File: config.mk
export PLATFORM = sky130hd
export DESIGN_NAME = ahb_remap_decoder
export DESIGN_NICKNAME = d
export VERILOG_FILES = /design/src/rtl/ahbdec_pkg.sv /design/src/rtl/ahbdec_match.sv /design/src/rtl/ahbdec_regs.sv /design/src/rtl/ahb_remap_decoder.sv
export SDC_FILE = /design/constraint.sdc
export NUM_CORES = 1
export LEC_CHECK = 0
export BUFFER_PORTS_ARGS = -buffer_cell sky130_fd_sc_hd__buf_2
export CAP_MARGIN = 0
export CELL_PAD_IN_SITES_DETAIL_PLACEMENT = 0
export CELL_PAD_IN_SITES_GLOBAL_PLACEMENT = 1
export CORE_AREA = 5 5 191 193
export CTS_BUF_LIST = sky130_fd_sc_hd__clkbuf_2 sky130_fd_sc_hd__clkbuf_4 sky130_fd_sc_hd__clkbuf_8
export DETAILED_ROUTE_END_ITERATION = 8
export DIE_AREA = 0 0 196 198
export PLACE_DENSITY_LB_ADDON = 0.05
export SYNTH_ARGS = -nofsm -noshare
export SYNTH_HDL_FRONTEND = slang
export SYNTH_HIERARCHICAL = 1
export SYNTH_SLANG_ARGS = --single-unit
File: constraint.sdc
create_clock -name clk -period 6.2 [get_ports clk]
set_input_delay 0.93 -clock clk [delete_from_list [all_inputs] [get_ports clk]]
set_output_delay 0.93 -clock clk [all_outputs]
set_load 0.05 [all_outputs]
File: src/rtl/ahbdec_pkg.sv
package ahbdec_pkg;

    localparam int MAX_SLAVES = 32;
    localparam int BASE_W     = 12;
    localparam int CODE_W     = 4;
    localparam int IDX_W      = $clog2(MAX_SLAVES);

    localparam logic [11:0] OFF_PRIO = 12'h080;
    localparam logic [11:0] OFF_IDLE = 12'h084;
    localparam logic [11:0] OFF_CTRL = 12'h088;
    localparam logic [11:0] OFF_REV  = 12'h08C;
    localparam logic [31:0] REV_ID   = 32'h0001_0301;

    typedef logic [BASE_W-1:0] base_t;
    typedef logic [CODE_W-1:0] code_t;
    typedef logic [MAX_SLAVES-1:0][31:0] map_t;

    // Default window map: 16 MB windows from 0x100 upward, a 32 MB
    // window in slot 1 that overlaps slots 2 and 3, the ROM at 0 (4 MB)
    // and the RAM at 0x400 (8 MB).
    function automatic map_t default_map();
        map_t m;
        for (int n = 0; n < MAX_SLAVES; n++) begin
            m[n] = {base_t'(32'h100 + n * 16), code_t'(4), 16'h0000};
        end
        m[1] = {base_t'(12'h120), code_t'(5), 16'h0000};
        m[4] = {base_t'(12'h000), code_t'(2), 16'h0000};
        m[6] = {base_t'(12'h400), code_t'(3), 16'h0000};
        return m;
    endfunction

    function automatic base_t window_mask(code_t c);
        return base_t'({BASE_W{1'b1}} << c);
    endfunction

endpackage

File: src/rtl/ahbdec_match.sv
module ahbdec_match
    import ahbdec_pkg::*;
#(
    parameter int NUM_SLAVES = MAX_SLAVES
) (
    input  base_t                  page,
    input  base_t [NUM_SLAVES-1:0] win_base,
    input  code_t [NUM_SLAVES-1:0] win_code,
    output logic  [NUM_SLAVES-1:0] dec_sel,
    output logic                   dec_miss
);

    logic [NUM_SLAVES-1:0] hit;

    for (genvar g = 0; g < NUM_SLAVES; g++) begin : g_win
        assign hit[g] = ((page ^ win_base[g]) & window_mask(win_code[g])) == '0;
    end

    // isolate lowest set bit: lowest slot number wins on overlap
    assign dec_sel  = hit & ((~hit) + NUM_SLAVES'(1));
    assign dec_miss = ~|hit;

endmodule

File: src/rtl/ahbdec_regs.sv
module ahbdec_regs
    import ahbdec_pkg::*;
#(
    parameter int   NUM_SLAVES = MAX_SLAVES,
    parameter int   ROM_SLOT   = 4,
    parameter int   RAM_SLOT   = 6,
    parameter map_t SLAVE_CFG  = default_map()
) (
    input  logic                   clk,
    input  logic                   rst_n,
    input  logic [11:0]            reg_addr,
    input  logic                   reg_we,
    input  logic [31:0]            reg_wdata,
    output logic [31:0]            reg_rdata,
    output base_t [NUM_SLAVES-1:0] win_base,
    output code_t [NUM_SLAVES-1:0] win_code,
    output logic                   remap_on,
    output logic                   remap_err
);

    localparam base_t ROM_RST  = SLAVE_CFG[ROM_SLOT][31:20];
    localparam base_t RAM_RST  = SLAVE_CFG[RAM_SLOT][31:20];
    localparam code_t RAM_CODE = SLAVE_CFG[RAM_SLOT][19:16];
    localparam logic [IDX_W-1:0] ROM_IDX = IDX_W'(ROM_SLOT);
    localparam logic [IDX_W-1:0] RAM_IDX = IDX_W'(RAM_SLOT);

    typedef struct packed {
        base_t       rom_base;
        base_t       ram_base;
        logic        remap;
        logic        err;
        logic [31:0] prio;
        logic [31:0] idle;
    } ctl_t;

    localparam ctl_t CTL_RST = '{
        rom_base: ROM_RST,
        ram_base: RAM_RST,
        remap:    1'b0,
        err:      1'b0,
        prio:     32'h0,
        idle:     32'h0
    };

    ctl_t st_d, st_q;

    logic [9:0]       word_d;
    logic [IDX_W-1:0] slot_d;
    logic             aligned_d;

    for (genvar g = 0; g < NUM_SLAVES; g++) begin : g_live
        if (g == ROM_SLOT) begin : g_rom
            assign win_base[g] = st_q.rom_base;
        end else if (g == RAM_SLOT) begin : g_ram
            assign win_base[g] = st_q.ram_base;
        end else begin : g_fixed
            assign win_base[g] = SLAVE_CFG[g][31:20];
        end
        assign win_code[g] = SLAVE_CFG[g][19:16];
    end

    always_comb begin
        st_d      = st_q;
        reg_rdata = 32'h0;
        word_d    = reg_addr[11:2];
        slot_d    = reg_addr[IDX_W+1:2];
        aligned_d = (reg_addr[1:0] == 2'b00);

        // next state
        if (reg_we && aligned_d) begin
            case (reg_addr)
                OFF_PRIO: st_d.prio = reg_wdata;
                OFF_IDLE: st_d.idle = reg_wdata;
                OFF_CTRL: begin
                    if (reg_wdata[0] && !st_q.remap) begin
                        st_d.ram_base = st_q.rom_base;
                        st_d.rom_base = st_q.rom_base + (base_t'(1) << RAM_CODE);
                        st_d.remap    = 1'b1;
                    end else if (!reg_wdata[0] && st_q.remap) begin
                        st_d.err = 1'b1;
                    end
                end
                default: ;
            endcase
        end

        // read mux
        if (aligned_d) begin
            if (int'(word_d) < NUM_SLAVES) begin
                if (slot_d == ROM_IDX || slot_d == RAM_IDX) begin
                    reg_rdata = {win_base[slot_d], win_code[slot_d], 16'h0000};
                end else begin
                    reg_rdata = SLAVE_CFG[slot_d];
                end
            end else begin
                case (reg_addr)
                    OFF_PRIO: reg_rdata = st_q.prio;
                    OFF_IDLE: reg_rdata = st_q.idle;
                    OFF_CTRL: reg_rdata = {31'h0, st_q.remap};
                    OFF_REV:  reg_rdata = REV_ID;
                    default:  reg_rdata = 32'h0;
                endcase
            end
        end
    end

    always_ff @(posedge clk) begin
        if (!rst_n) st_q <= CTL_RST;
        else        st_q <= st_d;
    end

    assign remap_on  = st_q.remap;
    assign remap_err = st_q.err;

endmodule

File: src/rtl/ahb_remap_decoder.sv
module ahb_remap_decoder
    import ahbdec_pkg::*;
#(
    parameter int   NUM_SLAVES = MAX_SLAVES,
    parameter int   ROM_SLOT   = 4,
    parameter int   RAM_SLOT   = 6,
    parameter map_t SLAVE_CFG  = default_map()
) (
    input  logic                  clk,
    input  logic                  rst_n,
    input  logic [11:0]           reg_addr,
    input  logic                  reg_we,
    input  logic [31:0]           reg_wdata,
    output logic [31:0]           reg_rdata,
    input  logic [11:0]           dec_page,
    output logic [NUM_SLAVES-1:0] dec_sel,
    output logic                  dec_miss,
    output logic                  remap_err
);

    base_t [NUM_SLAVES-1:0] win_base;
    code_t [NUM_SLAVES-1:0] win_code;
    logic                   remap_on;

    ahbdec_regs #(
        .NUM_SLAVES (NUM_SLAVES),
        .ROM_SLOT   (ROM_SLOT),
        .RAM_SLOT   (RAM_SLOT),
        .SLAVE_CFG  (SLAVE_CFG)
    ) u_regs (
        .clk       (clk),
        .rst_n     (rst_n),
        .reg_addr  (reg_addr),
        .reg_we    (reg_we),
        .reg_wdata (reg_wdata),
        .reg_rdata (reg_rdata),
        .win_base  (win_base),
        .win_code  (win_code),
        .remap_on  (remap_on),
        .remap_err (remap_err)
    );

    ahbdec_match #(
        .NUM_SLAVES (NUM_SLAVES)
    ) u_match (
        .page     (dec_page),
        .win_base (win_base),
        .win_code (win_code),
        .dec_sel  (dec_sel),
        .dec_miss (dec_miss)
    );

endmodule

# [Word level (Yosys, flattened, before mapping)]
# Memories as Yosys holds them, arrays and structs flattened.
# Index checks and enable logic that the tools add are counted.
[word_totals] out_inout_bits=66 wordCells=105 memories=2 regBits=90 rom_bits=1152 in_bits=59
[classes] eq_ne=6 n_lt_le_gt_ge=2 muxes=8 bitwise=34 n_addsub=2 reduce_logical=45
[mem_list] name="(no name shown)" depth=32 word_bits=32 rd=1 rd_clocked_by_memory_dff=0 write_ports=0 line="ahbdec_regs.sv:93" source="reg_rdata = SLAVE_CFG[slot_d];"
[mem_list] name="(no name shown)" depth=32 word_bits=4 rd=1 rd_clocked_by_memory_dff=0 write_ports=0 line="ahbdec_regs.sv:91" source="reg_rdata = {win_base[slot_d], win_code[slot_d], 16'h0000};"
[op_table] operator="12-bit logical NOT" n=32
[op_table] operator="32-bit two-way mux" n=4
[op_table] operator="32-bit case mux with 4 select lines" n=1
[op_table] operator="12-bit binary-select mux with 5-bit select" n=1
[op_table] operator="12-bit by 8-bit == test with 1-bit output, second input constant" n=4
[op_table] operator="3-bit inverter" n=11
[op_table] operator="32-bit by 1-bit adder with 32-bit output, second input constant" n=1
[op_table] operator="32-bit AND" n=1
[op_table] operator="32-bit inverter" n=1
[op_table] operator="4-bit inverter" n=8
[op_table] operator="32-bit OR reduction" n=1
[op_table] operator="12-bit XOR" n=2
[op_table] operator="12-bit by 4-bit adder with 12-bit output, second input constant" n=1
[op_table] operator="12-bit two-way mux" n=1
[op_table] operator="2-bit inverter" n=6
[op_table] operator="5-bit by 3-bit == test with 1-bit output, second input constant" n=2
[op_table] operator="10-bit by 6-bit < comparator with 1-bit output, second input constant" n=1
[op_table] operator="5-bit inverter" n=2
[op_table] operator="5-bit by 6-bit < comparator with 1-bit output, second input constant" n=1
[op_table] operator="4-bit two-way mux" n=1
[op_table] operator="2-bit AND reduction" n=2
[op_table] operator="4-bit AND reduction" n=1
[op_table] operator="1-bit logical AND" n=3
[op_table] operator="1-bit logical NOT" n=3
[op_table] operator="other kinds (4)" n=6

# [Logic depth before layout (Yosys ltp)]
# Gate-level depths: netlist (run 1).
[depth] depth_word=5 ltp_mapped=13 depth_no_buf=8

# [By module]
# The synthesis (run 1) kept the hierarchy.
[by_module_without_submodules] module="ahbdec_regs" area_per_inst_um2=7732.4 seq_area_each_um2=1681.6 cells_each=999 instances=1
[by_module_without_submodules] module="ahbdec_match" area_per_inst_um2=7534.7 seq_area_each_um2=0.0 cells_each=1076 instances=1

# [Worst setup path after synthesis (run 1)]
# Ideal clock, no wire load.
[synth_timing] path_type="input port to output port" from="input dec_page[4]" to="output dec_sel[6]" path_slack_ns=1.063 stages=10 arrival_time_ns=4.207 path_buffers=2 required_time_ns=5.270 cell_sequence="buf_4 buf_6 xor2_1 a21oi_1 o21ai_0 a211oi_1 a21oi_2 nand2_1 or2_2 nor4_1"
[synth_between] elab_chain_cells=5 word_cells_on_any_way=13 cone_classes="add/sub: 1; bitwise: 6; reduce/logical: 6"
[synth_lines] element="start: declaration" line="ahb_remap_decoder.sv:15" source="input logic [11:0] dec_page,"
[synth_lines] element="12-bit XOR or 3-bit inverter (tied branches)"
[synth_lines] element="12-bit logical NOT" line="ahbdec_match.sv:16" source="assign hit[g] = ((page ^ win_base[g]) & window_mask(win_code[g])) == '0;"
[synth_lines] element="32-bit inverter" line="ahbdec_match.sv:20" source="assign dec_sel = hit & ((~hit) + NUM_SLAVES'(1));"
[synth_lines] element="32-bit by 1-bit adder with 32-bit output" line="ahbdec_match.sv:20"
[synth_lines] element="32-bit AND *" line="ahbdec_match.sv:20"
[synth_lines] element="end: declaration" line="ahb_remap_decoder.sv:16" source="output logic [NUM_SLAVES-1:0] dec_sel,"
# Mark *: on every way between the ends. The rest lies on a longest branch, timed or not.

# [Worst setup path in the final report (run 1)]
[layout_timing] from="input dec_page[9]" to="output dec_sel[26]"
[layout_between] elab_chain_cells=5 word_cells_on_any_way=43 cone_classes="add/sub: 1; bitwise: 15; reduce/logical: 27"
[layout_lines] element="12-bit XOR (tied with other cells)" line="ahbdec_match.sv:16"
[layout_lines] element="12-bit logical NOT" line="ahbdec_match.sv:16"
[layout_lines] element="32-bit inverter" line="ahbdec_match.sv:20"
[layout_lines] element="32-bit by 1-bit adder with 32-bit output" line="ahbdec_match.sv:20"
[layout_lines] element="32-bit AND *" line="ahbdec_match.sv:20"
# Marked as above.

==> results of run 1 <==
## layer usage
layer,global-route usage [%],wire length (um),up-vias
li1,-,-,6201
met1,23.84,17300,5064
met2,30.10,16330,166
met3,2.314,1227,23
met4,2.250,271,4
met5,0,27,-
## state kept, by name, summed over array words and instances, names as in the netlist
register,count
u_regs/remap_err,1
u_regs/remap_on,1
u_regs/st_q,64
u_regs/win_base,18
## power groups by stage
stage / clock [mW] / combinational (mW) / sequential [mW]
final: 0.364 / 0.759 / 0.539
after global routing: 0.398 / 0.855 / 0.539
after CTS: 0.379 / 0.747 / 0.539
after detailed placement: 0 / 0.744 / 0.552
after global placement: 0 / 0.744 / 0.552
after floorplan: 0 / 0.847 / 0.552
## kinds of logic after synthesis
| logic type | after synthesis | synth area share, % |
|---|---|---|
| XOR/XNOR | 385 | 22.09 |
| buffers and inverters | 636 | 30.22 |
| flip-flops | 84 | 11.01 |
| multiplexers | 18 | 1.196 |
| AO/OA/AOI/OAI | 488 | 20.00 |
| AND/OR/NAND/NOR | 455 | 14.95 |
| other | 2 | 0.04919 |
| adder cells (fa/ha/maj) | 7 | 0.4835 |
## per-stage QoR
| step | power (mW) | hold WS, ns | setup slack (ns) | instance area (sq um) | util (%) |
|---|---|---|---|---|---|
| 2_1_floorplan | 1.399 | 0.4312 | 1.063 | 17110 | - |
| 3_3_place_gp | 1.296 | 0.4377 | 1.260 | 14030 | 40.81 |
| 3_5_place_dp | 1.295 | 0.4464 | 1.232 | 14030 | 40.81 |
| 4_1_cts | 1.665 | 0.4575 | 1.220 | 14200 | 41.30 |
| 5_1_grt | 1.792 | 0.4764 | 1.034 | 14200 | 41.30 |
| 6_report | 1.662 | 0.4561 | 1.267 | 14200 | 41.32 |
## Yosys cell counts (23+ instances only)
library cell / n
nand2_1: 183
xor2_1: 210
nor3_1: 28
clkbuf_1: 23
nand3_1: 55
o21ai_0: 123
dfxtp_1: 84
xnor2_1: 175
a21oi_1: 161
nor2_1: 70
buf_4: 536
inv_1: 28
## worst paths after layout
check / slack [ns] / end / cells after the start / start
max: 1.27 / dec_sel[26] / 10 / dec_page[9]
max reg2reg: 3.52 / u_regs/win_base[55]$_SDFFE_PN0P_ / 4 / u_regs/remap_on$_SDFFE_PN0P_
min: 0.46 / u_regs/st_q[49]$_SDFFE_PN0P_ / 2 / u_regs/st_q[49]$_SDFFE_PN0P_
min reg2reg: 0.46 / u_regs/st_q[49]$_SDFFE_PN0P_ / 2 / u_regs/st_q[49]$_SDFFE_PN0P_
## cell type report
type | count | area [sq um]
antenna | 2 | 5.005
clock buffer | 9 | 123.9
clock inverter | 6 | 46.29
fill | 3734 | 20170
inverter | 29 | 108.9
multi-input combinational | 1847 | 10840
sequential | 84 | 1682
tap | 455 | 569.3
timing repair buffer | 151 | 823.3
## critical path, cell delays in order
cell	delay (ns)
buf_2	0.61
xor2_1	0.24
a21oi_1	0.06
o211ai_1	0.16
a222oi_1	0.18
nor4b_4	0.38
nand4_4	0.28
nor4_4	0.62
and4_1	0.27
buf_2	0.26
==> metrics.txt, run 1 <==
# TYPE chip_impl_metric gauge
chip_impl_info{name="timing_worst_setup_path_type",value="primary input to output port"} 1
chip_impl_metric{name="hold_viol",unit=""} 0
chip_impl_metric{name="net_switching_power_figure",unit="uW"} 685.1
chip_impl_metric{name="postCtsSetupBuffers",unit=""} 0
chip_impl_metric{name="antenna_violating_nets_post_route",unit=""} 0
chip_impl_metric{name="worst_skew_pair.late_latency",unit="ns"} 0.37
chip_impl_metric{name="post_synthesis_average_cell_area",unit="sq um"} 7.358
chip_impl_metric{name="route.vias.total",unit=""} 11460
chip_impl_metric{name="drc",unit=""} 0
chip_impl_metric{name="setup_viol",unit=""} 0
chip_impl_metric{name="routed_wl",unit="um"} 35160
chip_impl_metric{name="boundary_pin_count",unit=""} 125
chip_impl_metric{name="final_min_period_over_clock_period",unit="%"} 79.56
chip_impl_info{name="yosysTopAreaCell",value="buf_4"} 1
chip_impl_metric{name="overflow_after_grt",unit=""} 0
chip_impl_metric{name="power.share.clock",unit="%"} 21.9
chip_impl_metric{name="detail_route.iter0.violations",unit=""} 505
chip_impl_metric{name="gp_congestion",unit=""} 0.8159
chip_impl_info{name="root_buffer",value="clkbuf_8"} 1
chip_impl_metric{name="post-synth-top-area-fraction",unit="%"} 26.36
chip_impl_metric{name="power_leakage",unit="nW"} 5.966
chip_impl_metric{name="synth-edff-count",unit=""} 0
chip_impl_info{name="rsz0062_at_grt",value="false"} 1
chip_impl_metric{name="final.setup_skew",unit="ns"} 0.01667
chip_impl_metric{name="antenna_found_initial",unit=""} 4
chip_impl_metric{name="post_cts_resized",unit=""} 0
chip_impl_metric{name="stdcell_count",unit=""} 2583
chip_impl_metric{name="cts-buffers-inserted",unit=""} 9
chip_impl_metric{name="worst-path-max-fanout",unit=""} 23
chip_impl_metric{name="synth_area",unit="sq mm"} 0.01527
chip_impl_metric{name="power_per_cell_area",unit="mW/mm^2"} 117.1
chip_impl_metric{name="sequential_group_share_of_total_power",unit="%"} 32.4
chip_impl_metric{name="timing_limited_maximum_frequency",unit="MHz"} 202.7
chip_impl_metric{name="timing.max_cap.violations",unit=""} 0
chip_impl_info{name="min_path_type",value="register to register"} 1
chip_impl_metric{name="holdBufCountCts",unit=""} 0
chip_impl_metric{name="drtPass1Iterations",unit=""} 5
chip_impl_metric{name="vdd_ir_drop_max",unit="mV"} 0.1174
chip_impl_metric{name="proportion_of_power_drawn_by_combinational_gates",unit="%"} 45.7
chip_impl_metric{name="syn_to_final_growth",unit="%"} -6.974
chip_impl_metric{name="power.internal",unit="uW"} 977.3
chip_impl_metric{name="worst-endpoint-required",unit="ns"} 5.27
chip_impl_metric{name="total_negative_slack_for_setup_checks",unit="ns"} 0
chip_impl_metric{name="grt_pass1_wl",unit="um"} 55080
chip_impl_metric{name="fraction_of_registers_with_async_set_or_reset_after_synthesis",unit="%"} 0
chip_impl_info{name="setup.worst_path.end_class",value="output port"} 1
chip_impl_metric{name="max-clock-path-buffers",unit=""} 2
chip_impl_metric{name="synthesized_netlist_cell_count",unit=""} 2075
chip_impl_info{name="synth_flop_cell",value="dfxtp_1"} 1
chip_impl_metric{name="htree_num_levels",unit=""} 3
chip_impl_info{name="critical_path.startpoint_type",value="primary input"} 1
chip_impl_metric{name="pin_count_of_the_biggest_net_entering_global_routing",unit=""} 67
chip_impl_metric{name="nets",unit=""} 2182
chip_impl_metric{name="minimum_period_implied_by_the_final_worst_setup_slack",unit="ns"} 4.933
chip_impl_metric{name="number_of_global_route_vias_before_repair",unit=""} 10450
chip_impl_info{name="outcome",value="completed"} 1
chip_impl_metric{name="core_region_area",unit="sq mm"} 0.03437
chip_impl_metric{name="place_hpwl",unit="um"} 25280
chip_impl_metric{name="final_report_max_slew_violation_count",unit=""} 0
chip_impl_metric{name="ys_warn_count",unit=""} 6
chip_impl_metric{name="std_cell_rows",unit=""} 68
chip_impl_metric{name="clock_pin_slew_worst_setup_and_hold_paths",unit="ns"} 0.09
chip_impl_metric{name="worst_pin_slew",unit="ns"} 1.139
chip_impl_info{name="tritoncts",value="built"} 1
chip_impl_metric{name="routed_via_density",unit=""} 4.436
chip_impl_metric{name="die-area",unit="sq mm"} 0.03881
chip_impl_metric{name="worst_ep_arrival_time",unit="ns"} 4.00
chip_impl_metric{name="synth_seq_cells",unit=""} 84
chip_impl_metric{name="slew_headroom",unit="%"} 23.81
chip_impl_info{name="most-common-layout-cells",value="conb_1, xor2_1, nand2_1"} 1
chip_impl_metric{name="wl_per_cell",unit="um"} 13.61
chip_impl_info{name="most_common_cell_after_layout_fill_and_taps_aside",value="conb_1"} 1
chip_impl_metric{name="dieWidth",unit="um"} 196
chip_impl_metric{name="post_synth_num_cell_types",unit=""} 87
chip_impl_metric{name="placedCellCount",unit=""} 2566
chip_impl_metric{name="floorplan_die_height",unit="um"} 198
chip_impl_info{name="synthTopCellsByArea",value="buf_4, xor2_1, dfxtp_1"} 1
chip_impl_metric{name="share_of_layout_cells_above_drive_strength_1",unit="%"} 9.219
chip_impl_metric{name="start_util",unit="%"} 44.42
chip_impl_metric{name="numClockSinks",unit=""} 84
chip_impl_metric{name="synth.yosys.seq_area_share",unit="%"} 11.01
chip_impl_metric{name="switching_part_of_the_total",unit="%"} 41.21
chip_impl_metric{name="grt_overall_usage",unit="%"} 17.41
chip_impl_metric{name="buffer_ports.inserted",unit=""} 124
Power figures use the tool's default switching activity.
==> inputs of run 2 (changes only) <==
- ABC_AREA: unset -> 1
- CORE_AREA: 5 5 191 193 -> 5 5 212 214
- DIE_AREA: 0 0 196 198 -> 0 0 217 219
- clock period: 6.2 -> 4.9 ns (I/O delays scaled with it)
==> metrics.txt, run 2 <==
# TYPE chip_impl_metric gauge
chip_impl_metric{name="antenna_found_initial",unit=""} 6
chip_impl_info{name="tritoncts",value="built"} 1
chip_impl_info{name="rsz0062_at_grt",value="false"} 1
chip_impl_metric{name="largest_reg_flops",unit=""} 64
chip_impl_metric{name="fraction_of_registers_with_async_set_or_reset_after_synthesis",unit="%"} 0
chip_impl_info{name="min_path_type",value="register to register"} 1
chip_impl_metric{name="minimum_period_implied_by_the_final_worst_setup_slack",unit="ns"} 3.858
chip_impl_metric{name="wl_per_cell",unit="um"} 12.12
chip_impl_info{name="yosysTopAreaCell",value="nand2_1"} 1
chip_impl_metric{name="timing.hold.ws",unit="ns"} 0.4627
chip_impl_metric{name="number_of_global_route_vias_before_repair",unit=""} 15000
chip_impl_metric{name="holdBufCountCts",unit=""} 0
chip_impl_metric{name="boundary_pin_count",unit=""} 125
chip_impl_metric{name="ys_warn_count",unit=""} 6
chip_impl_metric{name="power_per_cell_area",unit="mW/mm^2"} 142.2
chip_impl_metric{name="syn_to_final_growth",unit="%"} -5.859
chip_impl_metric{name="hold_viol",unit=""} 0
chip_impl_info{name="synth_flop_cell",value="dfxtp_1"} 1
chip_impl_metric{name="synth-edff-count",unit=""} 0
chip_impl_metric{name="final_report_max_slew_violation_count",unit=""} 0
chip_impl_metric{name="start_util",unit="%"} 43.57
chip_impl_metric{name="postCtsSetupBuffers",unit=""} 0
chip_impl_metric{name="floorplan_die_height",unit="um"} 219
chip_impl_info{name="root_buffer",value="clkbuf_8"} 1
chip_impl_info{name="timing_worst_setup_path_type",value="primary input to output port"} 1
chip_impl_metric{name="total_negative_slack_for_setup_checks",unit="ns"} 0
chip_impl_metric{name="synth.yosys.seq_area_share",unit="%"} 9.040
chip_impl_metric{name="pin_count_of_the_biggest_net_entering_global_routing",unit=""} 67
chip_impl_metric{name="grt_pass1_wl",unit="um"} 76360
chip_impl_metric{name="setup_viol",unit=""} 0
chip_impl_metric{name="final_min_period_over_clock_period",unit="%"} 78.74
chip_impl_metric{name="timing_limited_maximum_frequency",unit="MHz"} 259.2
chip_impl_metric{name="grt_overall_usage",unit="%"} 19.66
chip_impl_metric{name="dpl-instance-area",unit="sq mm"} 0.01727
chip_impl_metric{name="dieWidth",unit="um"} 217
chip_impl_info{name="outcome",value="completed"} 1
chip_impl_info{name="most-common-layout-cells",value="nand2_1, conb_1, nor2_1"} 1
chip_impl_metric{name="worst_pin_slew",unit="ns"} 0.9372
chip_impl_metric{name="post-synth-top-area-fraction",unit="%"} 22.28
chip_impl_metric{name="routed_wl",unit="um"} 47170
chip_impl_metric{name="max-clock-path-buffers",unit=""} 2
chip_impl_metric{name="drtPass1Iterations",unit=""} 5
chip_impl_info{name="most_common_cell_after_layout_fill_and_taps_aside",value="nand2_1"} 1
chip_impl_metric{name="nets",unit=""} 3399
chip_impl_metric{name="worst_ep_arrival_time",unit="ns"} 3.12
chip_impl_metric{name="slew_headroom",unit="%"} 37.52
chip_impl_metric{name="power_leakage",unit="nW"} 9.480
chip_impl_metric{name="detail_route.iter0.violations",unit=""} 731
chip_impl_metric{name="htree_num_levels",unit=""} 3
chip_impl_metric{name="die-area",unit="sq mm"} 0.04752
chip_impl_metric{name="routed_via_density",unit=""} 4.235
chip_impl_metric{name="holdPathStages",unit=""} 2
chip_impl_info{name="cell_with_the_most_instances_after_synthesis",value="nand2_1"} 1
chip_impl_metric{name="worst_skew_pair.late_latency",unit="ns"} 0.39
chip_impl_metric{name="place_hpwl",unit="um"} 34640
chip_impl_metric{name="postLayoutSetupSlackWorst",unit="ns"} 1.042
chip_impl_metric{name="layout.cell_area.non_filler",unit="sq mm"} 0.01751
chip_impl_metric{name="worst-endpoint-required",unit="ns"} 4.16
chip_impl_info{name="setup.worst_path.end_class",value="output port"} 1
chip_impl_metric{name="overflow_after_grt",unit=""} 0
chip_impl_metric{name="std_cell_rows",unit=""} 76
chip_impl_metric{name="timing.max_cap.violations",unit=""} 0
chip_impl_info{name="critical_path.startpoint_type",value="primary input"} 1
chip_impl_metric{name="numClockSinks",unit=""} 84
chip_impl_metric{name="stdcell_count",unit=""} 3892
chip_impl_info{name="synthTopCellsByArea",value="nand2_1, buf_4, xor2_1"} 1
chip_impl_metric{name="post_cts_resized",unit=""} 0
chip_impl_metric{name="worst-path-max-fanout",unit=""} 28
chip_impl_metric{name="antenna_violating_nets_post_route",unit=""} 0
chip_impl_metric{name="post_synthesis_average_cell_area",unit="sq um"} 5.623
chip_impl_metric{name="clock_pin_slew_worst_setup_and_hold_paths",unit="ns"} 0.09
chip_impl_metric{name="synth_seq_cells",unit=""} 84
chip_impl_info{name="regMostFlops",value="u_regs/st_q"} 1
chip_impl_info{name="post_synth_most_frequent_cells",value="nand2_1, buf_4, nor2_1, inv_1, xor2_1"} 1
chip_impl_metric{name="vdd_ir_drop_max",unit="mV"} 0.2325
chip_impl_metric{name="worst-r2r-cell-count",unit=""} 7
chip_impl_metric{name="synth_area",unit="sq mm"} 0.01860
chip_impl_metric{name="core_region_area",unit="sq mm"} 0.04270
chip_impl_metric{name="drc",unit=""} 0
chip_impl_metric{name="detailedPlace.worstSlack",unit="ns"} 1.030
chip_impl_metric{name="fillerInstances",unit=""} 4855
chip_impl_metric{name="post_synth_num_cell_types",unit=""} 41
chip_impl_metric{name="route.vias.total",unit=""} 16480
chip_impl_metric{name="gp_congestion",unit=""} 0.8602
chip_impl_metric{name="synthesized_netlist_cell_count",unit=""} 3308
chip_impl_metric{name="buffer_ports.inserted",unit=""} 124
chip_impl_metric{name="share_of_layout_cells_above_drive_strength_1",unit="%"} 7.805
chip_impl_metric{name="final.setup_skew",unit="ns"} 0.01264
chip_impl_metric{name="placedCellCount",unit=""} 3874
chip_impl_metric{name="cts-buffers-inserted",unit=""} 9
-- run 2: through the flow --
stage	power, mW	utilization [%]
after floorplan	1.973	-
after global placement	1.865	40.45
after CTS	2.467	41.00
after global routing	2.718	41.01
final	2.491	41.02
after detailed placement	1.867	40.45
-- run 2: layout make-up --
type | count | area [sq um] | share of cell area [%]
flip-flops and latches | 84 | 1682 | 9.603
diodes | 2 | 5.005 | 0.02858
repair buffers | 145 | 815.8 | 4.658
multi-input cells | 2767 | 12840 | 73.34
clock inverters | 3 | 68.82 | 0.3930
well taps | 546 | 683.2 | 3.901
clock buffers | 13 | 166.4 | 0.9503
inverters | 332 | 1249 | 7.131
-- run 2: path summary, 6_finish.rpt --
check / startpoint / to / slack [ns]
min reg2reg: u_regs/remap_err$_SDFFE_PN0P_ / u_regs/remap_err$_SDFFE_PN0P_ / 0.46
min: u_regs/remap_err$_SDFFE_PN0P_ / u_regs/remap_err$_SDFFE_PN0P_ / 0.46
max reg2reg: u_regs/win_base[52]$_SDFFE_PN0P_ / u_regs/win_base[57]$_SDFFE_PN0P_ / 3.14
max: dec_page[7] / dec_sel[28] / 1.04
-- run 2: metal layers --
metal	global-route usage, %	vias up	routed length [um]
met5	0	-	53
li1	-	9217	-
met2	34.80	236	21690
met1	25.24	6972	22440
met3	3.131	49	2169
met4	4.361	8	816
-- run 2: logic make-up (layout without fill, tap and decap cells) --
kind of cell,Yosys count,in the layout,share of synthesized area [%]
fa+ha+maj,1,1,0.06725
buf+inv,949,493,31.85
compound gates,204,204,5.805
xor+xnor,267,267,12.57
simple gates,1801,1801,40.63
flops,84,84,9.040
other cells,2,496,0.04037
-- run 2: power by group --
group | total, mW | leakage, nW | switching [mW] | internal, mW
registers | 0.682 | 0.676 | 0.00000993 | 0.682
logic | 1.22 | 8.68 | 0.821 | 0.396
clock network | 0.591 | 0.121 | 0.264 | 0.328
total | 2.49 | 9.48 | 1.09 | 1.41
-- run 2: critical path: stages --
cell     delay, ns
buf_2         0.70
buf_4         0.33
xor2_1        0.15
nand2_1       0.06
nand2_1       0.06
nor2_1        0.05
nand3_2       0.12
nand2_1       0.09
nor2_1        0.15
nand2_1       0.07
nor2_1        0.11
nand2_2       0.09
nor2_1        0.12
buf_2         0.28
==> inputs of run 3 (changes only) <==
- clock period: 4.9 -> 4 ns (I/O delays scaled with it)
==> metrics.txt, run 3 (synthesis gave the netlist of run 2 again) <==
# TYPE chip_impl_metric gauge
chip_impl_metric{name="minimum_period_implied_by_the_final_worst_setup_slack",unit="ns"} 3.538
chip_impl_metric{name="dieWidth",unit="um"} 217
chip_impl_metric{name="clock_pin_slew_worst_setup_and_hold_paths",unit="ns"} 0.10
chip_impl_metric{name="largest_reg_flops",unit=""} 64
chip_impl_info{name="dr.max_layer_used",value="met5"} 1
chip_impl_metric{name="drc",unit=""} 0
chip_impl_metric{name="worst-r2r-cell-count",unit=""} 7
chip_impl_metric{name="slew_headroom",unit="%"} 47.82
chip_impl_metric{name="dr_wl_met3",unit="um"} 2282
chip_impl_info{name="most_common_cell_after_layout_fill_and_taps_aside",value="nand2_1"} 1
chip_impl_info{name="most-common-layout-cells",value="nand2_1, conb_1, nor2_1"} 1
chip_impl_info{name="outcome",value="completed"} 1
chip_impl_metric{name="total_negative_slack_for_setup_checks",unit="ns"} 0
chip_impl_metric{name="floorplan_die_height",unit="um"} 219
chip_impl_metric{name="dpl-instance-area",unit="sq mm"} 0.01734
chip_impl_metric{name="holdBufCountCts",unit=""} 0
chip_impl_metric{name="numClockSinks",unit=""} 84
chip_impl_metric{name="die-area",unit="sq mm"} 0.04752
chip_impl_metric{name="worst_ep_arrival_time",unit="ns"} 2.94
chip_impl_metric{name="boundary_pin_count",unit=""} 125
chip_impl_metric{name="final_min_period_over_clock_period",unit="%"} 88.44
chip_impl_metric{name="antenna_violating_nets_post_route",unit=""} 0
chip_impl_metric{name="antenna_found_initial",unit=""} 4
chip_impl_metric{name="grt_overall_usage",unit="%"} 19.72
chip_impl_metric{name="detail_route.iter0.violations",unit=""} 723
chip_impl_metric{name="wl_per_cell",unit="um"} 12.16
chip_impl_metric{name="stdcell_count",unit=""} 3899
chip_impl_metric{name="core_region_area",unit="sq mm"} 0.04270
chip_impl_metric{name="number_of_global_route_vias_before_repair",unit=""} 14940
chip_impl_info{name="rsz0062_at_grt",value="false"} 1
chip_impl_metric{name="pin_count_of_the_biggest_net_entering_global_routing",unit=""} 67
chip_impl_metric{name="routed_wl",unit="um"} 47430
chip_impl_metric{name="buffer_ports.inserted",unit=""} 124
chip_impl_metric{name="drtPass1Iterations",unit=""} 7
chip_impl_metric{name="std_cell_rows",unit=""} 76
chip_impl_metric{name="timing_limited_maximum_frequency",unit="MHz"} 282.7
chip_impl_metric{name="final.setup_skew",unit="ns"} 0.002417
chip_impl_metric{name="report.power.total",unit="mW"} 2.942
chip_impl_metric{name="hold_viol",unit=""} 0
chip_impl_info{name="regMostFlops",value="u_regs/st_q"} 1
chip_impl_metric{name="share_of_layout_cells_above_drive_strength_1",unit="%"} 7.998
chip_impl_metric{name="cts-buffers-inserted",unit=""} 9
chip_impl_metric{name="start_util",unit="%"} 43.57
chip_impl_metric{name="timing.hold.ws",unit="ns"} 0.4423
chip_impl_metric{name="max-clock-path-buffers",unit=""} 2
chip_impl_metric{name="htree_num_levels",unit=""} 3
chip_impl_metric{name="nets",unit=""} 3406
chip_impl_metric{name="syn_to_final_growth",unit="%"} -5.765
chip_impl_metric{name="fillerInstances",unit=""} 4875
chip_impl_info{name="min_path_type",value="primary input to register"} 1
chip_impl_metric{name="postCtsSetupBuffers",unit=""} 0
chip_impl_info{name="tritoncts",value="built"} 1
chip_impl_info{name="critical_path.startpoint_type",value="primary input"} 1
chip_impl_metric{name="placedCellCount",unit=""} 3881
chip_impl_metric{name="final_report_max_slew_violation_count",unit=""} 0
chip_impl_metric{name="power_per_cell_area",unit="mW/mm^2"} 167.8
chip_impl_metric{name="layout.cell_area.non_filler",unit="sq mm"} 0.01753
chip_impl_metric{name="routed_via_density",unit=""} 4.247
chip_impl_metric{name="wl_met2",unit="um"} 22390
chip_impl_metric{name="post_cts_resized",unit=""} 0
chip_impl_metric{name="worst_skew_pair.late_latency",unit="ns"} 0.38
chip_impl_metric{name="timing.max_cap.violations",unit=""} 0
chip_impl_metric{name="route.vias.total",unit=""} 16560
chip_impl_metric{name="grt_pass1_wl",unit="um"} 76560
chip_impl_metric{name="vdd_ir_drop_max",unit="mV"} 0.2357
chip_impl_metric{name="wl_met1",unit="um"} 22190
chip_impl_info{name="root_buffer",value="clkbuf_8"} 1
chip_impl_metric{name="place_hpwl",unit="um"} 34670
chip_impl_metric{name="worst_pin_slew",unit="ns"} 0.7827
chip_impl_metric{name="worst-path-max-fanout",unit=""} 17
chip_impl_metric{name="holdPathStages",unit=""} 3
chip_impl_metric{name="worst-endpoint-required",unit="ns"} 3.40
chip_impl_metric{name="power_leakage",unit="nW"} 9.495
chip_impl_metric{name="overflow_after_grt",unit=""} 0
chip_impl_metric{name="gp_congestion",unit=""} 0.8701
chip_impl_info{name="timing_worst_setup_path_type",value="primary input to output port"} 1
chip_impl_metric{name="setup_viol",unit=""} 0
chip_impl_info{name="setup.worst_path.end_class",value="output port"} 1
## run 3: changes by cell type in the layout (fill, tap and decap cells not counted)
cell	delta
clkbuf_8	+1
clkinv_4	-1
clkbuf_4	-2
buf_12	+1
clkinvlp_4	+1
buf_4	+6
bufinv_16	-2
clkinv_2	+3
## run 3: per-layer routing
metal,track usage (%),up-vias
li1,-,9214
met1,25.22,7005
met2,35.43,298
met3,3.145,38
met4,3.518,4
met5,0,-
## run 3: worst paths after layout
kind / startpoint / to / slack (ns)
setup / recovery: dec_page[9] / dec_sel[21] / 0.46
hold reg to reg: u_regs/remap_err$_SDFFE_PN0P_ / u_regs/remap_err$_SDFFE_PN0P_ / 0.45
hold / removal: reg_wdata[18] / u_regs/st_q[18]$_SDFFE_PN0P_ / 0.44
setup reg to reg: u_regs/win_base[52]$_SDFFE_PN0P_ / u_regs/win_base[57]$_SDFFE_PN0P_ / 2.27
## run 3: critical path, cell delays in order
cell	delay, ns
buf_2	0.47
buf_4	0.29
xor2_1	0.27
nand2_1	0.08
nand2_1	0.08
nor2_1	0.04
nand3_2	0.08
nand2_2	0.07
nor2_2	0.21
nand2_2	0.14
nor2_4	0.15
nand2_2	0.07
nor2_1	0.10
buf_2	0.27
## run 3: cell type report
cell class	count	area [sq um]	share of cell area [%]
Multi-Input combinational cell	2767	12840	73.26
Sequential cell	84	1682	9.593
Inverter	332	1249	7.124
Timing Repair Buffer	152	880.8	5.025
Tap cell	546	683.2	3.897
Clock buffer	12	165.2	0.9422
Clock inverter	4	22.52	0.1285
Antenna cell	2	5.005	0.02855
## run 3: per-stage QoR
stage	setup slack, ns	utilization (%)
detailed placement	0.4419	40.60
floorplan	0.7720	-
global route	0.1758	41.05
global placement	0.5103	40.60
CTS	0.4345	41.04
finish	0.4624	41.06
## run 3: power by group
part / switching (mW) / internal [mW]
Combinational: 1.01 / 0.490
Sequential: 0.0000124 / 0.835
Clock: 0.328 / 0.274
